$ cat src/rtl/rxfs_pkg.sv
package rxfs_pkg;
    localparam int NFLAG   = 6;
    localparam int FL_DR   = 0;
    localparam int FL_RDF  = 1;
    localparam int FL_BRK  = 2;
    localparam int FL_TDFE = 3;
    localparam int FL_TEND = 4;
    localparam int FL_ER   = 5;
    localparam int WORD_W  = 16;
    localparam int FIELD_W = 4;
    // Reset value per flag index: transmit-room and transmit-end start at 1.
    localparam logic [NFLAG-1:0] FLAG_RESET = 6'b011000;

    // Status-word bit that carries flag index i.
    function automatic int flag_pos(input int i);
        case (i)
            0:       return 0;
            1:       return 1;
            2:       return 4;
            3:       return 5;
            4:       return 6;
            default: return 7;
        endcase
    endfunction
endpackage

$ cat src/rtl/rxfs_tag_fifo.sv
module rxfs_tag_fifo #(
    parameter int DEPTH = 16,
    localparam int PTR_W = $clog2(DEPTH),
    localparam int CNT_W = PTR_W + 1
) (
    input  logic             clk,
    input  logic             rst_n,
    input  logic             push_i,
    input  logic             push_perr_i,
    input  logic             push_ferr_i,
    input  logic             pop_i,
    output logic             push_ok_o,
    output logic [CNT_W-1:0] cnt_perr_o,
    output logic [CNT_W-1:0] cnt_ferr_o,
    output logic [CNT_W-1:0] fill_o,
    output logic             head_perr_o,
    output logic             head_ferr_o
);
    typedef struct packed {
        logic [PTR_W-1:0] wr_ptr;
        logic [PTR_W-1:0] rd_ptr;
        logic [CNT_W-1:0] fill;
        logic [CNT_W-1:0] cnt_p;
        logic [CNT_W-1:0] cnt_f;
        logic [DEPTH-1:0] tag_p;
        logic [DEPTH-1:0] tag_f;
    } tq_t;

    tq_t  s_d, s_q;
    logic pop_ok, push_ok, hp, hf, not_empty;

    always_comb begin
        s_d       = s_q;
        not_empty = (s_q.fill != '0);
        pop_ok    = pop_i && not_empty;
        push_ok   = push_i && ((s_q.fill != CNT_W'(DEPTH)) || pop_ok);
        hp        = s_q.tag_p[s_q.rd_ptr];
        hf        = s_q.tag_f[s_q.rd_ptr];
        if (push_ok) begin
            s_d.tag_p[s_q.wr_ptr] = push_perr_i;
            s_d.tag_f[s_q.wr_ptr] = push_ferr_i;
            s_d.wr_ptr            = s_q.wr_ptr + PTR_W'(1);
        end
        if (pop_ok) begin
            s_d.rd_ptr = s_q.rd_ptr + PTR_W'(1);
        end
        s_d.fill  = s_q.fill + CNT_W'(push_ok) - CNT_W'(pop_ok);
        s_d.cnt_p = s_q.cnt_p + CNT_W'(push_ok && push_perr_i) - CNT_W'(pop_ok && hp);
        s_d.cnt_f = s_q.cnt_f + CNT_W'(push_ok && push_ferr_i) - CNT_W'(pop_ok && hf);
    end

    always_ff @(posedge clk or negedge rst_n) begin
        if (!rst_n) s_q <= '0;
        else        s_q <= s_d;
    end

    assign push_ok_o   = push_ok;
    assign cnt_perr_o  = s_q.cnt_p;
    assign cnt_ferr_o  = s_q.cnt_f;
    assign fill_o      = s_q.fill;
    assign head_perr_o = not_empty & hp;
    assign head_ferr_o = not_empty & hf;
endmodule

$ cat src/rtl/rxfs_flag_bank.sv
module rxfs_flag_bank #(
    parameter int NF = 6,
    parameter logic [NF-1:0] RST_VAL = '0
) (
    input  logic          clk,
    input  logic          rst_n,
    input  logic [NF-1:0] set_i,
    input  logic          rd_i,
    input  logic          wr_i,
    input  logic [NF-1:0] wzero_i,
    output logic [NF-1:0] flag_o
);
    typedef struct packed {
        logic [NF-1:0] flag;
        logic [NF-1:0] seen;
    } fb_t;

    fb_t s_d, s_q;

    always_comb begin
        s_d = s_q;
        for (int i = 0; i < NF; i++) begin
            // Clear only through a write of 0 after a read that returned 1.
            s_d.flag[i] = set_i[i] | (s_q.flag[i] & ~(wr_i & wzero_i[i] & s_q.seen[i]));
            if (set_i[i] || !s_d.flag[i])
                s_d.seen[i] = 1'b0;
            else if (rd_i && s_q.flag[i])
                s_d.seen[i] = 1'b1;
        end
    end

    always_ff @(posedge clk or negedge rst_n) begin
        if (!rst_n) begin
            s_q.flag <= RST_VAL;
            s_q.seen <= '0;
        end else begin
            s_q <= s_d;
        end
    end

    assign flag_o = s_q.flag;
endmodule

$ cat src/rtl/rxfifo_err_status.sv
module rxfifo_err_status
    import rxfs_pkg::*;
#(
    parameter int ADDR_W      = 4,
    parameter int STATUS_ADDR = 4,
    parameter int DEPTH       = 16,
    localparam int CNT_W      = $clog2(DEPTH) + 1
) (
    input  logic              clk,
    input  logic              rst_n,
    input  logic [ADDR_W-1:0] reg_addr,
    input  logic              reg_rd,
    input  logic              reg_wr,
    input  logic [15:0]       reg_wdata,
    output logic [15:0]       reg_rdata,
    input  logic              fifo_push,
    input  logic              fifo_push_perr,
    input  logic              fifo_push_ferr,
    input  logic              fifo_pop,
    input  logic [5:0]        flag_set
);
    logic             sel, push_ok, head_p, head_f;
    logic [CNT_W-1:0] cnt_p, cnt_f, fill_w;
    logic [NFLAG-1:0] wzero, set_all, flags;
    logic [15:0]      stat_w;

    assign sel = (reg_addr == ADDR_W'(STATUS_ADDR));

    rxfs_tag_fifo #(.DEPTH(DEPTH)) u_tags (
        .clk         (clk),
        .rst_n       (rst_n),
        .push_i      (fifo_push),
        .push_perr_i (fifo_push_perr),
        .push_ferr_i (fifo_push_ferr),
        .pop_i       (fifo_pop),
        .push_ok_o   (push_ok),
        .cnt_perr_o  (cnt_p),
        .cnt_ferr_o  (cnt_f),
        .fill_o      (fill_w),
        .head_perr_o (head_p),
        .head_ferr_o (head_f)
    );

    for (genvar g = 0; g < NFLAG; g++) begin : g_wz
        assign wzero[g] = ~reg_wdata[flag_pos(g)];
    end

    assign set_all = flag_set | (NFLAG'(push_ok & (fifo_push_perr | fifo_push_ferr)) << FL_ER);

    rxfs_flag_bank #(.NF(NFLAG), .RST_VAL(FLAG_RESET)) u_flags (
        .clk     (clk),
        .rst_n   (rst_n),
        .set_i   (set_all),
        .rd_i    (reg_rd & sel),
        .wr_i    (reg_wr & sel),
        .wzero_i (wzero),
        .flag_o  (flags)
    );

    always_comb begin
        stat_w        = '0;
        stat_w[15:12] = cnt_p[FIELD_W-1:0];
        stat_w[11:8]  = cnt_f[FIELD_W-1:0];
        stat_w[3]     = head_f;
        stat_w[2]     = head_p;
        for (int i = 0; i < NFLAG; i++) stat_w[flag_pos(i)] = flags[i];
    end

    assign reg_rdata = sel ? stat_w : 16'h0000;
endmodule

$ cat config.mk
export PLATFORM = sky130hd
export DESIGN_NAME = rxfifo_err_status
export DESIGN_NICKNAME = d
export VERILOG_FILES = /design/src/rtl/rxfs_pkg.sv /design/src/rtl/rxfs_tag_fifo.sv /design/src/rtl/rxfs_flag_bank.sv /design/src/rtl/rxfifo_err_status.sv
export SDC_FILE = /design/constraint.sdc
export NUM_CORES = 1
export LEC_CHECK = 0
export ABC_AREA = 0
export ABC_CLOCK_PERIOD_IN_PS = 3900
export CORE_MARGIN = 2
export CORE_UTILIZATION = 51
export DETAILED_ROUTE_END_ITERATION = 12
export PLACE_DENSITY = 0.75
export SLEW_MARGIN = 10
export SYNTH_ARGS = -nofsm -noshare
export SYNTH_HDL_FRONTEND = slang
export SYNTH_SLANG_ARGS = --single-unit
$ cat constraint.sdc
create_clock -name clk -period 3.9 [get_ports clk]
set_input_delay 1.17 -clock clk [delete_from_list [all_inputs] [get_ports clk]]
set_output_delay 1.17 -clock clk [all_outputs]
set_load 0.05 [all_outputs]
# --- After elaboration in Yosys (flattened, before gate mapping) ---
# Index checks and enable logic that the tools add are counted.
word_totals:
  input_bits: 34
  word_cells: 124
  regBits: 67
  output_inout_bits: 16
classes:
  magnitude_cmp: 3
  n_eq_ne: 2
  n_addsub: 8
  n_reduce_logical: 33
  bitwise_logic: 43
  muxes: 21
ops:
  columns: ["op", "count"]
  rows:
  - ["16-bit bitwise mux", 2]
  - ["1-bit AND", 23]
  - ["16-bit 2-to-1 mux", 1]
  - ["5-bit by 1-bit adder with 5-bit output", 3]
  - ["1-bit 2-to-1 mux", 15]
  - ["5-bit by 1-bit subtractor with 5-bit output", 3]
  - ["1-bit logical AND", 13]
  - ["1-bit NOT", 12]
  - ["2-bit nonzero test", 6]
  - ["4-bit by 5-bit less-than comparator with 1-bit output, second input constant", 2]
  - ["4-bit by 1-bit adder with 4-bit output, second input constant", 2]
  - ["1-bit binary-select mux with 4-bit select", 2]
  - ["1-bit logical OR", 7]
  - ["1-bit bitwise OR", 7]
  - ["1-bit logical NOT", 6]
  - ["6-bit bitwise OR", 1]
  - ["5-bit inequality test, second input constant", 1]
  - ["5-bit nonzero test", 1]
  - ["1-bit demux with 4-bit select", 1]
  - ["4-bit by 3-bit == test with 1-bit output, second input constant", 1]
  - ["4-bit by 1-bit greater-or-equal comparator with 1-bit output, second input constant", 1]

# --- Logic depth before layout (Yosys ltp) ---
# Gate-level depths: netlist of run 1.
logic_depth:
  depth_word: 10
  depth_mapped: 13

# --- Cells and area by module ---
# Synthesis of run 1 repeated with hierarchy kept, for this count alone.
hier_totals:
  cells_unflattened: 309
  hier_area_um2: 3803.6
modules_own_cells:
  columns: ["module", "area_each_um2", "n_inst", "cells_per_inst"]
  rows:
  - ["rxfs_tag_fifo", 3081.7, 1, 239]
  - ["rxfs_flag_bank", 523.0, 1, 42]
  - ["rxfifo_err_status", 198.9, 1, 28]

# --- Worst setup path after synthesis of run 1 ---
# Ideal clock, no wire load.
synth_path:
  path_type: "input-to-output"
  start: "input reg_addr[1]"
  end: "output reg_rdata[10]"
  required_time_ps: 2730
  path_stages: 4
  arrival_time_ps: 2678
  path_buffers: 2
  setup_slack_ps: 52
  path_cell_list: "or4b_1 > clkbuf_1 > buf_2 > nor2_1"
synth_between:
  elab_chain_cells: 2
synth_lines:
  columns: ["item", "line", "rtl"]
  rows:
  - ["from (decl)", "rxfifo_err_status.sv:11", "input logic [ADDR_W-1:0] reg_addr,"]
  - ["4-bit by 3-bit == test with 1-bit output", "rxfifo_err_status.sv:27", "assign sel = (reg_addr == ADDR_W'(STATUS_ADDR));"]
  - ["16-bit 2-to-1 mux", "rxfifo_err_status.sv:69", "assign reg_rdata = sel ? stat_w : 16'h0000;"]
  - ["to (decl)", "rxfifo_err_status.sv:15", "output logic [15:0] reg_rdata,"]
# No other way between the ends.

# --- Worst setup path in the final report of run 1 ---
layout_path:
  start: "input reg_addr[1]"
  end: "output reg_rdata[3]"
# The elaborated chain is that of the path after synthesis.

==> impl_metrics.ini, run 1 <==
[synth]
async_flop_share_pct = 100
syn_inst = 287
synth_ff_type = dfrtp_1
synth_cell_type_count = 40
synth_fp_nets = 343
synth_seq_area_share_pct = 45.5
ys_ff_latch = 65
yosysWarnings = 0
synth_edf_count = 0
syn-cell-area_mm2 = 0.00358
synth_area_per_cell_um2 = 12.5

[timing]
fmax_ghz = 0.262
clock_skew_ps = 7.78
finalHoldViolations = 0
min_period_ps = 3820
whs_ps = 498
finalCritPeriodShare_pct = 97.9
grt_setup_unrepaired = no
relSlewSlack_pct = 66.8
tns_ps = 0
slew_violations = 0
setup_viol = 0
tightest_slew_ps = 498

[final_layout]
multiInputGateArea_mm2 = 0.00178
design_area_mm2 = 0.00447
diodes = 0
seqCellArea_mm2 = 0.00163
drive_above_1_share_pct = 29.8
nFillCells = 523
fin_cells = 435
areaGrowthSynthToFinish_pct = 24.8
final_cell_mix = dfrtp_1 (63), mux2_2 (32), inv_1 (27), clkdlybuf4s50_1 (22), ha_1 (19)
layout_commonest_cell = dfrtp_1
fin_nets = 390

[power_and_ir_drop]
p_leak_nw = 1.90
peakVddDrop_mv = 0.369
p_per_area_mw_per_mm2 = 686

[critical_path]
cp.required_ps = 2730
worst_setup_path_end_kind = primary output
reg2reg_to = u_tags.cnt_ferr_o[1]
worst_setup_path_startpoint = reg_addr[1]
r2r-start = u_tags.s_q[49]
crit_fanout = 10
endpoint = reg_rdata[3]
critical_path_arrival_ps = 2650
r2r_slack_ps = 920
crit_path_start_kind = primary input
crit_type = primary input to primary output
rr_worst_depth = 10

[route]
drt_pass1_iterations = 4
drc = 0
vias = 2379
drtIter0Drc = 123
avgViaCountPerCell = 5.47
postRouteAntennaNets = 0
wl_per_cell_um = 16.4
wl_mm = 7.14

[place]
gp_congestion = 0.794
portBuffers = 39
place_hpwl_mm = 5.31
numPlacedInstances = 417
placed_cell_area_mm2 = 0.00425

[cts]
holdBufCountCts = 0
clk_pin_slew_ps = 70
h-tree-depth = 3
cts_buffers = 9
clock_path_buffers = 2
cts_sinks = 65
cts_tree = done
insertion_delay_ps = 350
clockRootBuffer = clkbuf_8

[global_routing]
grt_max_degree = 25
grt_first_pass_wirelength_mm = 12.0
overflow = 0
antenna_found_initial = 0
grt_pass1_vias = 2483
grt_usage_pct = 20.9

[floorplan]
rows = 30
die_w_um = 87.8
initial_core_util_pct = 52.7
fp.dieH_um = 87.8
dieArea_mm2 = 0.00770
core_mm2 = 0.00679
boundaryPins = 50

[min_path]
hold_path.class = flop to flop

[status]
run_status = finished, final reports clean

[flow_run]
cap_violations = 0
-- worst min-delay path by stage --
stage / cells after the start / slack (ps) / from / endpoint
after detailed placement: 1 / 480 / u_tags.s_q[2] / u_tags.s_q[2]
after floorplan: 1 / 460 / u_tags.s_q[1] / u_tags.s_q[1]
after CTS: 1 / 500 / u_tags.s_q[1] / u_tags.s_q[1]
after global placement: 1 / 480 / u_flags.flag_o[2] / u_flags.flag_o[2]
after global routing: 1 / 520 / u_tags.s_q[1] / u_tags.s_q[1]
final: 1 / 500 / u_tags.s_q[1] / u_tags.s_q[1]
-- per-stage QoR --
step	power (mW)	worst slack (ps)	utilization (%)
2_1_floorplan	2.18	52.0	-
3_3_place_gp	2.43	39.8	62.6
3_5_place_dp	2.52	24.4	62.6
4_1_cts	3.10	25.7	65.5
5_1_grt	3.28	23.1	65.7
6_report	3.06	80.6	65.7
-- timing repair --
item / CTS / global route
hold endpoints to repair: 0 / 0
buffers inserted: 0 / 2
setup endpoints to repair: 0 / 7
gates resized for setup: 0 / 1
-- cells by family (layout without fill, tap and decap cells) --
logic type               count (synthesis)  count (layout)  synth area share, %
adder cells (fa/ha/maj)                 22              22                 8.32
buffers and inverters                   43              95                 5.07
AO/OA/AOI/OAI                           50              50                 11.9
flip-flops                              65              65                 45.5
multiplexers                            44              44                 17.0
AND/OR/NAND/NOR                         47              47                 8.29
XOR/XNOR                                16              16                 3.92
-- routing by layer --
metal  GRT usage, %  wire length (µm)  vias to the layer above
met1           26.8              3090                     1179
met2           34.7              3590                       56
met5              0                 0                        -
met4           10.1               148                        0
met3           3.49               308                       10
li1               -                 -                     1134
-- sequential cells by signal (all words and copies together) (netlist names) --
signal	cells
u_flags.s_q	6
u_flags.flag_o	6
u_tags.fill_o	5
u_tags.cnt_ferr_o	4
u_tags.s_q	40
u_tags.cnt_perr_o	4
-- synthesized netlist by cell type (2+ instances only) --
master,n,share of area (%)
a21o_1,8,1.7
a21oi_1,9,1.3
and2_1,13,2.3
buf_1,2,0.21
buf_2,4,0.56
buf_6,2,0.63
clkbuf_1,8,0.84
dfrtp_1,63,44
dfstp_2,2,1.5
fa_1,3,1.7
ha_1,19,6.6
inv_1,27,2.8
mux2_1,2,0.63
mux2_2,32,10
mux4_2,10,6.3
nand2b_1,6,1.0
nand4b_1,5,1.2
nor2_1,7,0.73
nor2b_1,4,0.70
o2111ai_1,9,2.2
o2111ai_2,7,2.9
o211ai_1,4,0.84
o21a_1,2,0.42
o31ai_1,5,1.0
or3_1,5,0.87
xnor2_1,13,3.2
xor2_1,3,0.73
-- where the power goes --
| part | switching (mW) | total (mW) | internal (mW) |
|---|---|---|---|
| clock | 0.274 | 0.567 | 0.293 |
| combinational | 0.610 | 1.33 | 0.720 |
| sequential | 0.202 | 1.17 | 0.964 |
| total | 1.09 | 3.06 | 1.98 |
-- cell type report --
class	instances	share of cell area (%)
repair buffers	52	14.4
inverters	27	2.27
clock buffers	9	2.77
well taps	96	2.69
multi-input cells	179	39.8
flip-flops and latches	65	36.5
clock inverters	7	1.60
-- worst max-delay path, cell delays in order --
cell,delay [ps]
clkdlybuf4s50_1,420
buf_4,140
nor4b_2,250
buf_4,210
o21a_1,140
and2_1,170
buf_12,150
Power figures use the tool's default switching activity.
==> run 2: changes to the inputs <==
CORE_UTILIZATION = 55   (was 51)
PLACE_DENSITY = 0.8   (was 0.75)
==> run 2 against run 1 <==
  * Sequential power about the same
  * Final cell count decreased by 5.1%
  * Hold slack improved by 4.8 ps
  * Core utilization grew 3.8 points
  * Fmax rose by 0.47%
  * Die area is 7.0% lower
  * Final area fell by 1.7%
  * Combinational power barely moved
  * Critical path depth shrank 3
  * Setup slack improved by 18 ps
==> impl_metrics.ini, run 2 (same netlist as run 1, synthesis figures left out) <==
[global_routing]
busiest_layer = met2
grt_util_met3_pct = 5.90
grt_max_degree = 25
antenna_found_initial = 0
met1_usage_pct = 28.3
grt_first_pass_wirelength_mm = 12.6
overflow = 0
grt.met2_usage_pct = 36.4
grt_usage_pct = 22.8
grt_pass1_vias = 2596

[cts]
cts_buffers = 9
cts_tree = done
clk_pin_slew_ps = 60
h-tree-depth = 3
clock_path_buffers = 2
clockRootBuffer = clkbuf_8
cts_sinks = 65
post_cts_buffers = 0
insertion_delay_ps = 350

[route]
drtIter0Drc = 127
drc = 0
wl_mm = 7.33
postRouteAntennaNets = 0
wl_per_cell_um = 17.8
vias = 2432
avgViaCountPerCell = 5.89
drt_pass1_iterations = 4

[floorplan]
rows = 29
die_w_um = 84.7
initial_core_util_pct = 56.7
core_mm2 = 0.00631
fp.dieH_um = 84.7
boundaryPins = 50
dieArea_mm2 = 0.00717

[timing]
finalCritPeriodShare_pct = 97.5
finalHoldViolations = 0
relSlewSlack_pct = 68.3
clock_skew_ps = 15.0
setup_ws_ps = 98.4
slew_violations = 0
grt_setup_unrepaired = no
tightest_slew_ps = 476
min_period_ps = 3800
fmax_ghz = 0.263
setup_viol = 0
whs_ps = 503

[place]
portBuffers = 39
gp_congestion = 0.803
place_hpwl_mm = 5.40
placed_cell_area_mm2 = 0.00422
pre_cts_ws_ps = -31.2

[critical_path]
endpoint = reg_rdata[12]
crit_path_start_kind = primary input
cp.required_ps = 2730
worst_setup_path_startpoint = reg_addr[1]
crit_fanout = 7
r2r_slack_ps = 940
critical_path_arrival_ps = 2630
crit_type = primary input to primary output
worst_setup_path_end_kind = primary output
rr_worst_depth = 13
r2r-start = u_tags.fill_o[2]
reg2reg_to = u_tags.fill_o[4]

[final_layout]
nFillCells = 440
largest_reg_flops = 40
design_area_mm2 = 0.00439
drive_above_1_share_pct = 28.3
layout_commonest_cell = dfrtp_1
regMostFlops = u_tags.s_q
areaGrowthSynthToFinish_pct = 22.7
diodes = 0
seqCellArea_mm2 = 0.00163
final_cell_mix = dfrtp_1 (63), mux2_2 (32), inv_1 (27), clkdlybuf4s50_1 (22), ha_1 (19)
multiInputGateArea_mm2 = 0.00178
fin_nets = 387

[power_and_ir_drop]
p_leak_nw = 1.87
p_per_area_mw_per_mm2 = 685
peakVddDrop_mv = 0.413

[min_path]
whs_path_depth = 1
hold_path.class = flop to flop

[status]
run_status = finished, final reports clean

[flow_run]
cap_violations = 0
==> run 2: final cells by class <==
type | count | area share (%)
timing repair buffer | 49 | 14.1
multi-input combinational | 179 | 40.5
clock inverter | 3 | 0.399
clock buffer | 13 | 3.39
inverter | 27 | 2.31
tap | 77 | 2.19
sequential | 65 | 37.1
==> run 2: power breakdown <==
group / leakage (nW) / switching, mW / internal [mW]
logic: 1.01 / 0.619 / 0.721
registers: 0.780 / 0.202 / 0.965
clock network: 0.0834 / 0.255 / 0.247
==> run 2: repair_timing <==
action | 4_1_cts | 5_1_grt
resized for setup | 1 | 0
endpoints found under the setup margin | 6 | 0
hold buffers | 0 | 0
==> run 2: worst max-delay path: stages <==
cell and delay, ps:
clkdlybuf4s50_1 450, or4b_4 620, nor2_1 220, buf_12 170
==> run 2: per-stage QoR <==
stage / power [mW] / util (%) / TNS, ps / instances
finish: 3.01 / 69.6 / 0 / 413
global route: 3.24 / 69.6 / 0 / 413
CTS: 3.04 / 69.6 / 0 / 413
detailed placement: 2.53 / 66.9 / -79.3 / 397
global placement: 2.42 / 66.9 / 0 / 397
floorplan: 2.18 / - / 0 / 287
==> run 2: worst min path at each step <==
stage	startpoint	endpoint
6_report	u_flags.flag_o[2]	u_flags.flag_o[2]
5_1_grt	u_tags.s_q[1]	u_tags.s_q[1]
4_1_cts	u_flags.flag_o[2]	u_flags.flag_o[2]
3_5_place_dp	u_flags.flag_o[1]	u_flags.flag_o[1]
3_3_place_gp	u_tags.s_q[2]	u_tags.s_q[2]
2_1_floorplan	u_tags.s_q[1]	u_tags.s_q[1]
==> run 2: per-layer routing <==
metal | part of all wire, % | wire length, µm | vias up
met5 | 0 | 0 | -
met4 | 3.5 | 257 | 0
met3 | 4.7 | 346 | 23
met2 | 49 | 3590 | 70
met1 | 43 | 3140 | 1211
li1 | - | - | 1128
